### src/rtl/dds_regbank_pkg.sv
package dds_regbank_pkg;

  typedef enum logic [1:0] {
    DST_CTRL  = 2'b00,
    DST_TUNE0 = 2'b01,
    DST_TUNE1 = 2'b10,
    DST_PHASE = 2'b11
  } dst_e;

  localparam int B_FULL   = 13;
  localparam int B_UPPER  = 12;
  localparam int B_FSEL   = 11;
  localparam int B_PSEL   = 10;
  localparam int B_CRST   = 8;
  localparam int B_HALT   = 7;
  localparam int B_DACPD  = 6;
  localparam int B_BITOUT = 5;
  localparam int B_DIV2   = 3;
  localparam int B_RAMP   = 1;
  localparam int B_PHSEL  = 13;

  typedef struct packed {
    logic full;
    logic upper;
    logic fsel;
    logic psel;
    logic crst;
    logic halt;
    logic dacpd;
    logic bitout;
    logic div2;
    logic ramp;
  } ctrl_fields_t;

  function automatic ctrl_fields_t split_ctrl(input logic [15:0] w);
    ctrl_fields_t f;
    f.full   = w[B_FULL];
    f.upper  = w[B_UPPER];
    f.fsel   = w[B_FSEL];
    f.psel   = w[B_PSEL];
    f.crst   = w[B_CRST];
    f.halt   = w[B_HALT];
    f.dacpd  = w[B_DACPD];
    f.bitout = w[B_BITOUT];
    f.div2   = w[B_DIV2];
    f.ramp   = w[B_RAMP];
    return f;
  endfunction

endpackage

### src/rtl/dds_cmd_decode.sv
module dds_cmd_decode
  import dds_regbank_pkg::*;
#(
  parameter int CMD_W     = 16,
  parameter int NUM_TUNE  = 2,
  parameter int NUM_PHASE = 2
) (
  input  logic                 valid,
  input  logic [CMD_W-1:0]     word,
  output logic                 ctrl_wr,
  output logic [NUM_TUNE-1:0]  tune_wr,
  output logic [NUM_PHASE-1:0] phase_wr
);
  localparam int DST_HI = CMD_W - 1;
  localparam int DST_LO = CMD_W - 2;

  dst_e dst;
  assign dst = dst_e'(word[DST_HI:DST_LO]);

  always_comb begin
    ctrl_wr  = valid && (dst == DST_CTRL);
    tune_wr  = '0;
    phase_wr = '0;
    if (valid && dst == DST_TUNE0) tune_wr[0] = 1'b1;
    if (valid && dst == DST_TUNE1) tune_wr[NUM_TUNE-1] = 1'b1;
    if (valid && dst == DST_PHASE) phase_wr[word[B_PHSEL]] = 1'b1;
  end
endmodule

### src/rtl/dds_phase_bank.sv
module dds_phase_bank #(
  parameter int PHASE_W   = 12,
  parameter int NUM_PHASE = 2
) (
  input  logic                 clk,
  input  logic                 rst_n,
  input  logic [NUM_PHASE-1:0] phase_wr,
  input  logic [PHASE_W-1:0]   data,
  output logic [PHASE_W-1:0]   phase_q [NUM_PHASE]
);
  for (genvar g = 0; g < NUM_PHASE; g++) begin : g_ph
    always_ff @(posedge clk) begin
      if (!rst_n)           phase_q[g] <= '0;
      else if (phase_wr[g]) phase_q[g] <= data;
    end
  end
endmodule

### src/rtl/dds_tune_loader.sv
module dds_tune_loader #(
  parameter int FREQ_W   = 28,
  parameter int NUM_TUNE = 2
) (
  input  logic                clk,
  input  logic                rst_n,
  input  logic [NUM_TUNE-1:0] tune_wr,
  input  logic                other_wr,
  input  logic [FREQ_W/2-1:0] data,
  input  logic                full_mode,
  input  logic                upper_sel,
  output logic [FREQ_W-1:0]   tune_q [NUM_TUNE],
  output logic                pend_valid,
  output logic [$clog2(NUM_TUNE)-1:0] pend_tgt,
  output logic [FREQ_W/2-1:0] pend_half,
  output logic                first_evt,
  output logic                commit_evt
);
  localparam int HALF_W = FREQ_W / 2;
  localparam int IDX_W  = $clog2(NUM_TUNE);

  function automatic logic [FREQ_W-1:0] patch_half(input logic [FREQ_W-1:0] old,
                                                   input logic [HALF_W-1:0] nib,
                                                   input logic hi);
    return hi ? {nib, old[HALF_W-1:0]} : {old[FREQ_W-1:HALF_W], nib};
  endfunction

  function automatic logic [FREQ_W-1:0] join_pair(input logic [HALF_W-1:0] hi_part,
                                                  input logic [HALF_W-1:0] lo_part);
    return {hi_part, lo_part};
  endfunction

  logic             wr_any;
  logic [IDX_W-1:0] wr_idx;
  logic             tgt_match;

  always_comb begin
    wr_any = |tune_wr;
    wr_idx = '0;
    for (int i = 0; i < NUM_TUNE; i++)
      if (tune_wr[i]) wr_idx = IDX_W'(i);
    tgt_match  = pend_valid && (pend_tgt == wr_idx);
    first_evt  = wr_any && full_mode && !tgt_match;
    commit_evt = wr_any && full_mode && tgt_match;
  end

  always_ff @(posedge clk) begin
    if (!rst_n) begin
      pend_valid <= 1'b0;
      pend_tgt   <= '0;
      pend_half  <= '0;
    end else if (first_evt) begin
      pend_valid <= 1'b1;
      pend_tgt   <= wr_idx;
      pend_half  <= data;
    end else if (wr_any || other_wr) begin
      pend_valid <= 1'b0;
    end
  end

  for (genvar g = 0; g < NUM_TUNE; g++) begin : g_tune
    always_ff @(posedge clk) begin
      if (!rst_n) begin
        tune_q[g] <= '0;
      end else if (tune_wr[g]) begin
        if (!full_mode)      tune_q[g] <= patch_half(tune_q[g], data, upper_sel);
        else if (commit_evt) tune_q[g] <= join_pair(data, pend_half);
      end
    end
  end
endmodule

### src/rtl/dds_regbank.sv
module dds_regbank
  import dds_regbank_pkg::*;
#(
  parameter int CMD_W   = 16,
  parameter int FREQ_W  = 28,
  parameter int PHASE_W = 12
) (
  input  logic               clk,
  input  logic               rst_n,
  input  logic               cmd_valid,
  input  logic [CMD_W-1:0]   cmd_word,
  output logic [FREQ_W-1:0]  freq0_q,
  output logic [FREQ_W-1:0]  freq1_q,
  output logic [PHASE_W-1:0] phase0_q,
  output logic [PHASE_W-1:0] phase1_q,
  output logic               fsel,
  output logic               psel,
  output logic               core_rst,
  output logic               clk_halt,
  output logic               dac_pd,
  output logic               bit_out_en,
  output logic               div2_sel,
  output logic               ramp_mode,
  output logic               full_mode,
  output logic               upper_sel
);
  localparam int NUM_TUNE  = 2;
  localparam int NUM_PHASE = 2;
  localparam int HALF_W    = FREQ_W / 2;

  logic                 ctrl_wr;
  logic [NUM_TUNE-1:0]  tune_wr;
  logic [NUM_PHASE-1:0] phase_wr;
  logic [CMD_W-1:0]     ctrl_q;
  ctrl_fields_t         cf;
  logic [FREQ_W-1:0]    tune_q  [NUM_TUNE];
  logic [PHASE_W-1:0]   phase_q [NUM_PHASE];
  logic                 pend_valid;
  logic [$clog2(NUM_TUNE)-1:0] pend_tgt;
  logic [HALF_W-1:0]    pend_half;
  logic                 first_evt;
  logic                 commit_evt;

  dds_cmd_decode #(.CMD_W(CMD_W), .NUM_TUNE(NUM_TUNE), .NUM_PHASE(NUM_PHASE)) u_dec (
    .valid(cmd_valid), .word(cmd_word),
    .ctrl_wr(ctrl_wr), .tune_wr(tune_wr), .phase_wr(phase_wr)
  );

  always_ff @(posedge clk) begin
    if (!rst_n)       ctrl_q <= '0;
    else if (ctrl_wr) ctrl_q <= cmd_word;
  end

  assign cf = split_ctrl(ctrl_q[15:0]);

  dds_tune_loader #(.FREQ_W(FREQ_W), .NUM_TUNE(NUM_TUNE)) u_tune (
    .clk(clk), .rst_n(rst_n),
    .tune_wr(tune_wr), .other_wr(ctrl_wr || (|phase_wr)),
    .data(cmd_word[HALF_W-1:0]),
    .full_mode(cf.full), .upper_sel(cf.upper),
    .tune_q(tune_q),
    .pend_valid(pend_valid), .pend_tgt(pend_tgt), .pend_half(pend_half),
    .first_evt(first_evt), .commit_evt(commit_evt)
  );

  dds_phase_bank #(.PHASE_W(PHASE_W), .NUM_PHASE(NUM_PHASE)) u_phase (
    .clk(clk), .rst_n(rst_n),
    .phase_wr(phase_wr), .data(cmd_word[PHASE_W-1:0]),
    .phase_q(phase_q)
  );

  assign freq0_q    = tune_q[0];
  assign freq1_q    = tune_q[1];
  assign phase0_q   = phase_q[0];
  assign phase1_q   = phase_q[1];
  assign fsel       = cf.fsel;
  assign psel       = cf.psel;
  assign core_rst   = cf.crst;
  assign clk_halt   = cf.halt;
  assign dac_pd     = cf.dacpd;
  assign bit_out_en = cf.bitout;
  assign div2_sel   = cf.div2;
  assign ramp_mode  = cf.ramp;
  assign full_mode  = cf.full;
  assign upper_sel  = cf.upper;
endmodule

### config.mk
export PLATFORM = sky130hd
export DESIGN_NAME = dds_regbank
export DESIGN_NICKNAME = d
export VERILOG_FILES = /design/src/rtl/dds_regbank_pkg.sv /design/src/rtl/dds_cmd_decode.sv /design/src/rtl/dds_phase_bank.sv /design/src/rtl/dds_tune_loader.sv /design/src/rtl/dds_regbank.sv
export SDC_FILE = /design/constraint.sdc
export NUM_CORES = 1
export LEC_CHECK = 0
export BUFFER_PORTS_ARGS = -buffer_cell sky130_fd_sc_hd__buf_2
export CAP_MARGIN = 0
export CORE_ASPECT_RATIO = 0.9
export CORE_MARGIN = 10
export CORE_UTILIZATION = 53
export DETAILED_ROUTE_END_ITERATION = 12
export GPL_ROUTABILITY_DRIVEN = 0
export GPL_TIMING_DRIVEN = 0
export PLACE_DENSITY = 0.81
export SYNTH_ARGS = -nofsm -noshare
export SYNTH_HDL_FRONTEND = slang
export SYNTH_SLANG_ARGS = --single-unit
### constraint.sdc
create_clock -name clk -period 1.83 [get_ports clk]
set_input_delay 0 -clock clk [delete_from_list [all_inputs] [get_ports clk]]
set_output_delay 0 -clock clk [all_outputs]
set_load 0.02 [all_outputs]
# Yosys cells after proc, flatten, opt, wreduce, memory -nomap -nowiden
# Index checks and enable logic that the tools add are counted.
# W data, S select, Z words.
dict set report word_totals {
  ff_bits 110
  inputBits 19
  word_cells 50
  output_inout_bits 90
}
dict set report classes {
  eq_ne 6
  reduce_logical 21
  magnitude_cmp 2
  mux 11
}
# operator count
set op_table {}
lappend op_table {{$mux W28} 3}
lappend op_table {{$reduce_and A3 Y1} 4}
lappend op_table {{$logic_and A1 B1 Y1} 9}
lappend op_table {{$mux W1} 6}
lappend op_table {{$eq A2 B2 Y1 const B} 2}
lappend op_table {{$ne A2 B1 Y1 const B} 2}
lappend op_table {{$reduce_bool A2 Y1} 2}
lappend op_table {{$reduce_or A2 Y1} 2}
lappend op_table {{$eq A2 B1 Y1 const B} 1}
lappend op_table {{$logic_not A2 Y1} 1}
lappend op_table {{$logic_or A1 B1 Y1} 2}
lappend op_table {{$lt A1 B2 Y1 const B} 1}
lappend op_table {{$mux W2} 1}
lappend op_table {{$demux W1 S1} 1}
lappend op_table {{$eq A1 B1 Y1} 1}
lappend op_table {{$ge A1 B1 Y1 const B} 1}
lappend op_table {{$logic_not A1 Y1} 1}

# Longest topological paths before layout
dict set report logic_depth {
  depth_word 10
  mapped_depth 7
  mapped_depth_nobuf 4
}

# Modules after synthesis
# A second synthesis with hierarchy kept.
dict set report unflattened {
  cells_unflattened 450
  hier_area_um2 4350.4
}
# module cells_each seq_area_each_um2 area_per_inst_um2 instances
set modules_own_cells {}
lappend modules_own_cells {dds_tune_loader 337 1441.4 3021.6 1}
lappend modules_own_cells {dds_phase_bank 76 480.5 900.9 1}
lappend modules_own_cells {dds_regbank 32 200.2 380.4 1}
lappend modules_own_cells {dds_cmd_decode 5 0.0 47.5 1}

# Worst setup path before layout
# Ideal clock, no wire load.
dict set report synth_path {
  path_type {reg2reg}
  from {register ctrl_q[13]}
  to {register u_tune.tune_q[49] (netlist name)}
  path_stages_with_launch 8
  n_path_buf 3
  path_slack_ns 0.289
  arrival_time_ns 1.428
  setup_ns 0.113
  path_cell_list {dfxtp_1 -> buf_6 -> nand2_1 -> o32a_1 -> buf_6 -> buf_12 -> nand3_2 -> o21ai_2}
}
dict set report synth_via {
  elab_chain_len 4
}
# item line
set synth_lines {}
lappend synth_lines {{start: declaration} dds_regbank.sv:34} ;# logic [CMD_W-1:0] ctrl_q;
lappend synth_lines {{start signal: assignment} dds_regbank.sv:51} ;# else if (ctrl_wr) ctrl_q <= cmd_word;
lappend synth_lines {{$logic_and A1 B1 Y1 (2 in a row)} dds_tune_loader.sv:44} ;# commit_evt = wr_any && full_mode && tgt_match;
lappend synth_lines {{$ne A2 B1 Y1 (no source line)} n/a}
lappend synth_lines {{$reduce_and A3 Y1 (no source line)} n/a}
lappend synth_lines {{end signal: indexed assignment} dds_tune_loader.sv:66} ;# if (!full_mode) tune_q[g] <= patch_half(tune_q[g], data, upper_sel);
lappend synth_lines {{end signal: indexed assignment} dds_tune_loader.sv:67} ;# else if (commit_evt) tune_q[g] <= join_pair(data, pend_half);
lappend synth_lines {{end: declaration} dds_tune_loader.sv:12} ;# output logic [FREQ_W-1:0] tune_q [NUM_TUNE],
# Parallel ways exist; a longest one is shown, timed or not.
# A chain may end at the register's enable or synchronous reset.

# Final worst setup path
dict set report layout_path {
  from {register ctrl_q[13]}
  to {register u_tune.tune_q[12] (netlist name)}
}
# Same word-level chain as after synthesis.

==> results.toml <==
[timing]
hold_violations = 0
rsz0062_at_grt = "no"
maxSlewViolCount = 0
min_period_ns = 1.64
max_freq_mhz = 610
slew-limit-headroom_pct = 67.0
worstMarginPinSlew_ns = 0.495
holdWs_ns = 0.0168
finalSetupTns_ns = 0
finalClockSkew_ns = 0.0110
setup_violations = 0
fin_crit_sh_pct = 89.5

[pwr]
p_switching_mw = 1.13
irDropWorstVdd_mv = 0.480
p_total_mw = 4.14
internal_power_mw = 3.01
share_seq_of_total_power_pct = 57.3
p_clk_share_pct = 31.7
p_leak_nw = 2.21
comb_power_share_pct = 11.0
p_per_area_mw_per_mm2 = 765
p_sw_share_pct = 27.3

[critical_path]
path_class = "flop to flop"
path_cells = "buf_6 > and3_1 > o21ai_2 > buf_2 > nand3_1 > o21ai_0"
startpoint_type = "flop"
max_stage_delay_ns = 0.41
timing.critical_path.slowest_stage_cell = "o21ai_2"
cpLargestDelayFamily = "compound AO/OA/AOI/OAI gates"
worstSetupEndpointType = "flop"
cp_max_fo = 10
worstPathArrival_ns = 1.95
crit_buf_inv = 2
r2r_slack_ns = 0.19
required_ns = 2.14

[die]
die_x_um = 116
core_sq_mm = 0.00811
rows = 31
io_pins = 109
die_h_um = 107
die-area_sq_mm = 0.0124
initial_utilization_pct = 54.8

[synth]
ys_async_sr_fraction_pct = 0
synth_top_area_cell = "dfxtp_1"
ys_ff_latch = 106
synthFlopType = "dfxtp_1"
synth_top_area_share_pct = 47.8
yosysWarnings = 0
synth_cell_types = 38
synthCells = 496
avgSynthCellArea_sq_um = 8.95
synth_seq_area_share_pct = 47.8
synth_edf_count = 0
syn-cell-area_sq_mm = 0.00444
syn_nets = 515
synth_top_cells_by_area = "dfxtp_1, nand2_1, mux2i_1, nand3_1, o21ai_0"

[global_route]
gr-total-overflow = 0
grt_pass1_wl_um = 20600
grt_pass1_vias = 3956
grt_util_all_layers_pct = 20.8
grt_max_degree = 18
antenna_found_initial = 0

[routing]
first_pass_iters = 5
via_per_inst = 5.46
wl_per_cell_um = 17.7
vias = 3991
drt_iter0_markers = 199
wl_um = 12900
drc_errors = 0
ant_nets = 0

[final_layout]
fillers = 688
ff_latch_area_sq_mm = 0.00212
drive_above_1_share_pct = 27.5
antennaDiodeCount = 0
area_growth_pct = 21.8
nNetsFinal = 646
multi_input_area_sq_mm = 0.00206

[cts]
insertion_delay_ns = 0.38
cts_max_level = 3
postCtsSetupRepairBufs = 0
clk_path_buf_depth = 2
cts_tree = "yes"
cts_sinks = 106
cts-root-buf = "clkbuf_8"
path_clk_slew_ns = 0.10
cts-buffers-inserted = 9

[place]
portBuffers = 105
dp_hpwl_um = 9550

[run]
cap_violations = 0

[worst_hold_path]
hold_path_class = "primary input to flop"

[status]
status = "complete, no violations"
==> registers in the layout, indices dropped and copies added, names as in the netlist <==
signal	count
u_phase.phase_q	24
u_tune.pend_tgt	1
u_tune.tune_q	56
u_tune.pend_half	14
ctrl_q	10
u_tune.pend_valid	1
==> power by group through the flow <==
stage	Combinational (mW)	Clock, mW	Sequential [mW]
6_report	0.457	1.31	2.37
5_1_grt	0.495	1.41	2.38
2_1_floorplan	0.218	0	2.47
3_3_place_gp	0.417	0	2.42
4_1_cts	0.454	1.33	2.37
3_5_place_dp	0.429	0	2.42
==> worst paths after layout <==
| path | start | end | cells after the start |
|---|---|---|---|
| worst max-delay path | ctrl_q[13] | u_tune.tune_q[12] | 6 |
| worst min register to register | u_tune.tune_q[51] | u_tune.tune_q[51] | 2 |
| worst min-delay path | cmd_valid | u_tune.pend_valid | 3 |
| worst max register to register | ctrl_q[13] | u_tune.tune_q[12] | 6 |
==> cells by family (layout without fill, tap and decap cells) <==
group | after synthesis | count (layout) | synth area share [%]
buffers and inverters | 41 | 177 | 5.86
AOI/OAI and AO/OA | 88 | 88 | 13.9
and+or+nand+nor | 223 | 223 | 23.8
DFF | 106 | 106 | 47.8
muxes | 38 | 38 | 8.57
==> area by class of cell <==
type,count,share of cell area (%)
timing repair buffer,120,12.5
clock buffer,10,2.36
multi-input combinational,349,38.0
clock inverter,6,0.786
buffer,40,4.74
sequential,106,39.2
inverter,1,0.0694
tap,99,2.29
==> worst reg2reg max path: stages (launching register included) <==
cell	delay, ns
dfxtp_1	0.33
buf_6	0.14
and3_1	0.19
o21ai_2	0.42
buf_2	0.31
nand3_1	0.10
o21ai_0	0.10
==> per-layer routing <==
layer  global-route usage [%]  routed length [um]  up-vias
met3                     7.58                1260       21
met2                     31.7                5780      153
met1                     26.2                5620     1883
li1                         -                   -     1934
met5                        0                   0        -
met4                     8.13                 264        0
==> layout by cell type (no fill, tap or decap), types with 2 or more instances in the layout <==
cell,count
nand2_1,122
nand3_2,6
nand3_1,52
mux2i_1,38
buf_2,118
o21ai_0,42
nor2_1,4
clkinvlp_4,2
dfxtp_1,106
clkbuf_1,17
nand2b_1,15
buf_12,2
a21boi_0,25
clkbuf_8,9
dlygate4sd3_1,15
clkinv_2,2
buf_6,5
nor2b_1,12
o21ai_2,15
==> through the flow <==
| step | util (%) | instance area, sq um | cells | setup WS, ns |
|---|---|---|---|---|
| global placement | 62.8 | 5090 | 700 | 0.263 |
| detailed placement | 62.8 | 5090 | 700 | 0.217 |
| floorplan | - | 4440 | 496 | 0.289 |
| CTS | 66.7 | 5410 | 731 | 0.206 |
| global route | 66.7 | 5410 | 731 | 0.0885 |
| finish | 66.7 | 5410 | 731 | 0.192 |
==> Yosys cell counts (all sizes together), types with 2 or more instances <==
cell / instances
nand3: 58
o21ai: 58
nand2: 123
buf: 22
a21boi: 25
nor2b: 13
mux2i: 38
nor2: 5
or2: 2
clkbuf: 18
nand2b: 15
dfxtp: 106
==> what timing repair did <==
action / 4_1_cts / 5_1_grt
endpoints found under the hold margin: 47 / 0
hold buffers: 15 / 0
resized for setup: 0 / 0
Note: power is estimated with default switching activity, not from simulation.
